--- src/rtl/adc_hold_pkg.sv ---
package adc_hold_pkg;
  typedef enum logic {
    JUST_RIGHT = 1'b0,
    JUST_LEFT  = 1'b1
  } just_e;
endpackage

--- src/rtl/ahr_store.sv ---
module ahr_store #(
  parameter int unsigned RES_W = 10
) (
  input  logic             clk_i,
  input  logic             rst_ni,
  input  logic             valid_i,
  input  logic [RES_W-1:0] data_i,
  input  logic             rd_lo_i,
  input  logic             rd_hi_i,
  output logic [RES_W-1:0] res_o,
  output logic             lock_o
);
  logic blocked;

  // a low read in the same cycle already protects the pair
  assign blocked = lock_o | rd_lo_i;

  always_ff @(posedge clk_i or negedge rst_ni) begin
    if (!rst_ni) begin
      res_o  <= '0;
      lock_o <= 1'b0;
    end else begin
      if (valid_i && !blocked) res_o <= data_i;
      if (rd_hi_i)             lock_o <= 1'b0;
      else if (rd_lo_i)        lock_o <= 1'b1;
    end
  end
endmodule

--- src/rtl/ahr_format.sv ---
module ahr_format
  import adc_hold_pkg::*;
#(
  parameter int unsigned RES_W  = 10,
  parameter int unsigned BYTE_W = 8
) (
  input  logic [RES_W-1:0]  res_i,
  input  just_e             just_i,
  output logic [BYTE_W-1:0] lo_o,
  output logic [BYTE_W-1:0] hi_o
);
  localparam int unsigned PAIR_W = 2 * BYTE_W;
  localparam int unsigned PAD_W  = PAIR_W - RES_W;

  logic [PAIR_W-1:0] pair;

  generate
    if (PAD_W > 0) begin : g_pad
      always_comb begin
        if (just_i == JUST_LEFT) pair = {res_i, {PAD_W{1'b0}}};
        else                     pair = {{PAD_W{1'b0}}, res_i};
      end
    end else begin : g_full
      logic unused_just;
      assign unused_just = just_i;
      assign pair = res_i;
    end
  endgenerate

  assign lo_o = pair[BYTE_W-1:0];
  assign hi_o = pair[PAIR_W-1:BYTE_W];
endmodule

--- src/rtl/ahr_flag.sv ---
module ahr_flag (
  input  logic clk_i,
  input  logic rst_ni,
  input  logic set_i,
  input  logic clr_i,
  input  logic en_i,
  output logic flag_o,
  output logic irq_o
);
  always_ff @(posedge clk_i or negedge rst_ni) begin
    if (!rst_ni)    flag_o <= 1'b0;
    else if (set_i) flag_o <= 1'b1;
    else if (clr_i) flag_o <= 1'b0;
  end

  assign irq_o = flag_o & en_i;
endmodule

--- src/rtl/adc_result_hold.sv ---
module adc_result_hold
  import adc_hold_pkg::*;
#(
  parameter int unsigned RES_W  = 10,
  parameter int unsigned BYTE_W = 8
) (
  input  logic              clk_i,
  input  logic              rst_ni,
  input  logic              res_valid_i,
  input  logic [RES_W-1:0]  res_data_i,
  input  logic              left_adj_i,
  input  logic              rd_lo_i,
  input  logic              rd_hi_i,
  input  logic              flag_clr_i,
  input  logic              irq_en_i,
  output logic [BYTE_W-1:0] rdata_o,
  output logic              flag_o,
  output logic              irq_o
);
  logic [RES_W-1:0]  res_q;
  logic              lock_q;
  logic [BYTE_W-1:0] lo_byte, hi_byte;
  just_e             just;

  assign just = just_e'(left_adj_i);

  ahr_store #(.RES_W(RES_W)) i_store (
    .clk_i   (clk_i),
    .rst_ni  (rst_ni),
    .valid_i (res_valid_i),
    .data_i  (res_data_i),
    .rd_lo_i (rd_lo_i),
    .rd_hi_i (rd_hi_i),
    .res_o   (res_q),
    .lock_o  (lock_q)
  );

  ahr_format #(.RES_W(RES_W), .BYTE_W(BYTE_W)) i_format (
    .res_i  (res_q),
    .just_i (just),
    .lo_o   (lo_byte),
    .hi_o   (hi_byte)
  );

  ahr_flag i_flag (
    .clk_i  (clk_i),
    .rst_ni (rst_ni),
    .set_i  (res_valid_i),
    .clr_i  (flag_clr_i),
    .en_i   (irq_en_i),
    .flag_o (flag_o),
    .irq_o  (irq_o)
  );

  assign rdata_o = rd_hi_i ? hi_byte : lo_byte;
endmodule

--- config.mk ---
export PLATFORM = sky130hd
export DESIGN_NAME = adc_result_hold
export DESIGN_NICKNAME = d
export VERILOG_FILES = /design/src/rtl/adc_hold_pkg.sv /design/src/rtl/ahr_store.sv /design/src/rtl/ahr_format.sv /design/src/rtl/ahr_flag.sv /design/src/rtl/adc_result_hold.sv
export SDC_FILE = /design/constraint.sdc
export NUM_CORES = 1
export LEC_CHECK = 0
export ABC_AREA = 1
export BUFFER_PORTS_ARGS = -buffer_cell sky130_fd_sc_hd__buf_2
export CORE_UTILIZATION = 51
export DETAILED_ROUTE_END_ITERATION = 8
export GPL_ROUTABILITY_DRIVEN = 0
export GPL_TIMING_DRIVEN = 0
export PLACE_DENSITY = 0.82
export SLEW_MARGIN = 0
export SYNTH_ARGS = -nofsm -noshare
export SYNTH_HDL_FRONTEND = slang
export SYNTH_HIERARCHICAL = 1
export SYNTH_SLANG_ARGS = --single-unit
export TNS_END_PERCENT = 30
--- constraint.sdc ---
create_clock -name clk_i -period 1.6 [get_ports clk_i]
set_input_delay 0.08 -clock clk_i [delete_from_list [all_inputs] [get_ports clk_i]]
set_output_delay 0.08 -clock clk_i [all_outputs]
set_load 0.01 [all_outputs]
==> results.ini, run 1 <==
[clock_network]
cts_tree = yes
cts_root_buffer = clkbuf_4
clkTransAtPathRegs_ps = 80
htreeDepth = 1
clock_sinks = 12
worstSkewPairLatency_ps = 270
post_cts_resized = 0
cts_buffers = 3
postCtsHoldBufs = 2
cts_buffer_depth = 2
post-cts-setup-buffers = 0

[finish]
synthToLayoutAreaGrowth_pct = 27.1
area.sequential_um2 = 300
diodes = 0
drive_gt1_frac = 0.253
final_cell_mix = 65 x nand2_1, 26 x buf_2, 16 x inv_1, 12 x dfrtp_1, 10 x nand3_1
multi_input_area_um2 = 333
n_fill_cell = 117
fin_util = 0.721
layout.nets = 169
layout_commonest_cell = nand2_1

[power]
p_comb_frac = 0.263
seqPwrFrac = 0.455
ir_drop_v = 0.000706
p_clk_frac = 0.282
leakagePower_uw = 0.000641
power_density_mw_per_mm2 = 872
p_int_uw = 585
p_sw_uw = 254
sw_frac_of_total = 0.303

[critical_path]
reg2reg_depth = 4
r2r-end = i_store/res_o[3]
worstSetupPathType = input pin to output pin
cp-endpoint = rdata_o[3]
r2r_start = i_store/lock_o
r2r_setup_slack_ps = 640
cp-startpoint = rd_hi_i
worstSetupStartpointType = input pin
required_ps = 1520
path_max_fanout = 9
worst_ep_arrival_time_ps = 1230
cp-end-kind = output pin

[timing]
drv_slew = 0
hold_violations = 0
rsz0062_at_grt = no
min_period_ps = 1310
slew_headroom = 0.820
setup_viol = 0
fmaxAchievable_mhz = 761
hold-worst-slack_ps = 38.9
skew_ps = 3.41
setup_tns_ps = 0
worst_slew_pin_slew_ps = 270
period_share = 0.822

[global_routing]
grt_max_degree = 13
grt_antenna_before_repair = 0
use_met3 = 0.0222
grt_use_met2 = 0.298
met1_usage = 0.272
grt_pass1_wl_mm = 2.14
grt_pass1_vias = 534
grt_usage = 0.198
busiest_layer = met2
overflow = 0

[hold_path]
hold_path_class = input pin to flop

[yosys]
yosys.area.top_type_share = 0.397
synth_compound_area_frac = 0
synth_fp_nets = 136
syn_area_um2 = 757
yosysSeqAreaShare = 0.397
synth_area_leaders = dfrtp_1 40%, nand2_1 32%, inv_1 7.9%
syn_inst = 118
muxShareOfSynthArea = 0
ys_types = 10
synth_area_per_cell_um2 = 6.42
synth_xor_area_frac = 0
yosysTopAreaCell = dfrtp_1
yosys.area_share.adder = 0
ys_ff_latch = 12
synth_simple_gate_area_frac = 0.440
synth_top_family_by_area = simple AND/OR/NAND/NOR gates
ys_warn_count = 6

[drt]
vias = 747
via_per_inst = 4.53
post_drt_wl_per_cell_um = 9.05
dr.pass1.iters = 4
ant_nets = 0
drc = 0
wirelength_mm = 1.49
drtIter0Drc = 13

[placement]
hpwl_mm = 1.11
io_buffers = 26

[floorplan]
rows = 13
die_w_um = 40.5
die_y_um = 40.5
initial_core_util = 0.568
io_pins = 28
core_mm2 = 0.00133
die-area_mm2 = 0.00164

[run]
cap_violations = 0

[run_status]
run_status = finished, final reports clean

cells by family after synthesis:
| group | after synthesis |
|---|---|
| DFF | 12 |
| and+or+nand+nor | 84 |
| buffers and inverters | 22 |
synthesized netlist by cell type:
library cell / instances
inv_1: 16
buf_8: 1
buf_6: 4
inv_2: 1
nand3_1: 10
nand2_1: 65
dfrtp_1: 12
nor2_2: 1
nor2_1: 7
nand2_2: 1
critical path, cell delays in order:
cell and delay [ps]:
dlygate4sd3_1 530, buf_2 140, buf_6 130, inv_2 110, nand2_1 70, nand2_1 50
buf_2 120
stage by stage:
| stage | setup WS, ps | total power (uW) | area [um^2] | cells |
|---|---|---|---|---|
| final | 285 | 839 | 962 | 165 |
| after global routing | 212 | 896 | 962 | 165 |
| after CTS | 284 | 849 | 962 | 165 |
| after detailed placement | 653 | 606 | 906 | 159 |
| after global placement | 666 | 600 | 906 | 159 |
| after floorplan | 735 | 527 | 757 | 118 |
power by group through the flow:
stage	Sequential (uW)	Clock (uW)	Combinational (uW)
after floorplan	379	0	147
after global placement	388	0	213
after detailed placement	388	0	218
after CTS	382	244	222
after global routing	386	254	256
final	382	236	221
how the worst min path moves through the flow:
stage	to	depth (start not counted)	slack, ps	start
after floorplan	i_flag/flag_o	0	-220	rst_ni
after global placement	i_store/res_o[9]	1	-40	rst_ni
after detailed placement	i_store/res_o[3]	1	-30	rst_ni
after CTS	i_flag/flag_o	4	30	flag_clr_i
after global routing	i_flag/flag_o	4	40	flag_clr_i
final	i_store/res_o[0]	3	40	res_data_i[0]
flip-flops by register name (all words and copies together), names as in the netlist:
register	cells
i_store/res_o	10
i_store/lock_o	1
i_flag/flag_o	1
routing by layer:
metal / part of all wire / vias up
li1: - / 410
met1: 0.45 / 311
met2: 0.48 / 22
met4: 0.015 / 0
met5: 0 / -
met3: 0.053 / 4
layout make-up:
type | count | share of cell area
multi-input cells | 84 | 0.346
flip-flops and latches | 12 | 0.312
repair buffers | 28 | 0.156
inverters | 17 | 0.0663
plain buffers | 5 | 0.0624
clock buffers | 4 | 0.0377
well taps | 15 | 0.0195
No activity file was read; power rests on OpenSTA's default activity.
==> run 2: changes to the inputs <==
CORE_UTILIZATION = 42   (was 51)
PLACE_DENSITY = 0.72   (was 0.82)
clock period = 1.2 ns   (was 1.6 ns; I/O delays follow)
==> run 2 against run 1 <==
Count of clock-buffer cells in the layout stayed put. Highest routed layer unchanged. Critical path type is now flop to output pin. Clock power is 36% higher. Register-to-register slack worse by 410 ps. Largest power group unchanged. Largest cell class unchanged. Power is 34% higher. Non-clock buffer count stayed put. Global-route usage is 1.3 points higher. Cell count is 5.5% higher. Via count is 1.9% higher. Core utilization is 11 points lower. Sequential power is 33% higher. Sequential cell count stayed put.
==> results.ini, run 2 (synthesis results as in run 1) <==
[run_status]
run_status = finished, final reports clean

[clock_network]
cts_buffers = 3  ; unchanged
cts_root_buffer = clkbuf_4
clkTransAtPathRegs_ps = 70  ; about the same
cts_tree = yes
post_cts_resized = 0  ; unchanged
htreeDepth = 1  ; unchanged
worstSkewPairLatency_ps = 270  ; about the same
clock_sinks = 12  ; unchanged
cts_buffer_depth = 2  ; unchanged
postCtsHoldBufs = 2  ; unchanged
post-cts-setup-buffers = 0  ; unchanged

[timing]
hold_violations = 0  ; unchanged
slew_headroom = 0.815  ; -0.00437
hold-worst-slack_ps = 6.90  ; -32.0 ps
skew_ps = 1.75  ; -1.66 ps
worst_slew_pin_slew_ps = 277  ; +6.56 ps
period_share = 0.910
min_period_ps = 1090
rsz0062_at_grt = no
fmaxAchievable_mhz = 916
setup_tns_ps = 0  ; unchanged
drv_slew = 0  ; unchanged
setup_viol = 0  ; unchanged

[floorplan]
rows = 14  ; +1
die-area_mm2 = 0.00198  ; +20%
core_mm2 = 0.00159  ; +20%
die_y_um = 44.5  ; +9.7%
die_w_um = 44.5  ; +9.7%
io_pins = 28  ; unchanged
initial_core_util = 0.475  ; -0.0927

[critical_path]
worstSetupStartpointType = flop
r2r_setup_slack_ps = 230  ; -410 ps
crit_chain = nand2_1, nand2_1, nand2_1, nand2_1, buf_2
r2r_start = i_store/lock_o
worst_ep_arrival_time_ps = 1030  ; -200 ps
crit_path_top_delay_cell = dfrtp_1
worstSetupPathType = flop to output pin
crit_path_max_incr_delay_ps = 410  ; -120 ps
path_common_cell = nand2_1
cp-end-kind = output pin
r2r-end = i_store/res_o[3]
required_ps = 1140  ; -380 ps
path_max_fanout = 3  ; -6
reg2reg_depth = 4  ; unchanged

[global_routing]
grt_usage = 0.211  ; +0.0128
grt_pass1_wl_mm = 2.91  ; +36%
grt_antenna_before_repair = 0  ; unchanged
overflow = 0  ; unchanged
grt_pass1_vias = 667  ; +25%
grt_max_degree = 13  ; unchanged

[finish]
synthToLayoutAreaGrowth_pct = 28.6
fin_cells = 174  ; +5.5%
final_cell_mix = 65 x nand2_1, 26 x buf_2, 16 x inv_1, 12 x dfrtp_1, 10 x nand3_1
layout.nets = 169  ; unchanged
largest_reg_flops = 10  ; unchanged
drive_gt1_frac = 0.253  ; unchanged
diodes = 0  ; unchanged
largestRegisters = i_store/res_o x10, i_flag/flag_o x1, i_store/lock_o x1
layout_commonest_cell = nand2_1
n_fill_cell = 158  ; +35%
regMostFlops = i_store/res_o

[hold_path]
min_to = i_flag/flag_o
worstHoldPathCells = 4  ; +1
hold_path_class = input pin to flop
hold_path.startpoint = flag_clr_i

[placement]
dp_cells = 168  ; +5.7%
io_buffers = 26  ; unchanged
hpwl_mm = 1.25  ; +13%

[drt]
dr.pass1.iters = 4  ; unchanged
wirelength_mm = 1.68  ; +12%
ant_nets = 0  ; unchanged
drtIter0Drc = 13  ; unchanged
via_per_inst = 4.37  ; -3.4%
post_drt_wl_per_cell_um = 9.65  ; +6.6%
vias = 761  ; +1.9%
drc = 0  ; unchanged

[power]
ir_drop_v = 0.000720  ; +1.9%
power_density_mw_per_mm2 = 1160  ; +33%
leakagePower_uw = 0.000641  ; unchanged
p_total_uw = 1130  ; +34%

[run]
cap_violations = 0  ; unchanged

==> run 2: worst max-delay path by stage <==
stage                     slack [ps]              from  cells past startpoint          endpoint
final                            110  i_store/res_o[0]                      5        rdata_o[6]
after global routing              40  i_store/res_o[3]                      5        rdata_o[1]
after CTS                         90  i_store/res_o[0]                      5        rdata_o[6]
after detailed placement         230    i_store/lock_o                      4  i_store/res_o[3]
after global placement           250    i_store/lock_o                      4  i_store/res_o[3]
after floorplan                  330    i_store/lock_o                      4  i_store/res_o[0]
==> run 2: per-layer routing <==
layer | share of wire | GRT usage
met1 | 0.45 | 0.269
met2 | 0.49 | 0.341
met3 | 0.036 | 0.0245
met4 | 0.026 | 0.127
met5 | 0 | 0
==> run 2: final cells by class <==
cell class	count	area, um^2	area share
well taps	24	30.0	0.0308
multi-input cells	84	333	0.342
flip-flops and latches	12	300	0.308
repair buffers	28	150	0.154
plain buffers	5	60.1	0.0617
inverters	17	63.8	0.0656
clock buffers	4	36.3	0.0373
==> run 2: critical path: cells and delay by family, from the launching register on <==
family	cells	cell delay [ps]
DFF	1	410
and+or+nand+nor	4	240
buffers and inverters	1	130
==> run 2: stage by stage <==
step                instance area [um^2]   util  worst slack [ps]
finish                               973  0.611               108
floorplan                            757      -               335
detailed placement                   917  0.575               231
global placement                     917  0.575               250
global route                         973  0.611              36.7
CTS                                  973  0.611              92.8
==> run 2: power by group <==
group	leakage (uW)	total (uW)	switching, uW	internal (uW)
sequential	0.000148	508	45.1	463
combinational	0.000473	298	165	133
clock	0.0000210	320	135	185
total	0.000641	1130	345	781
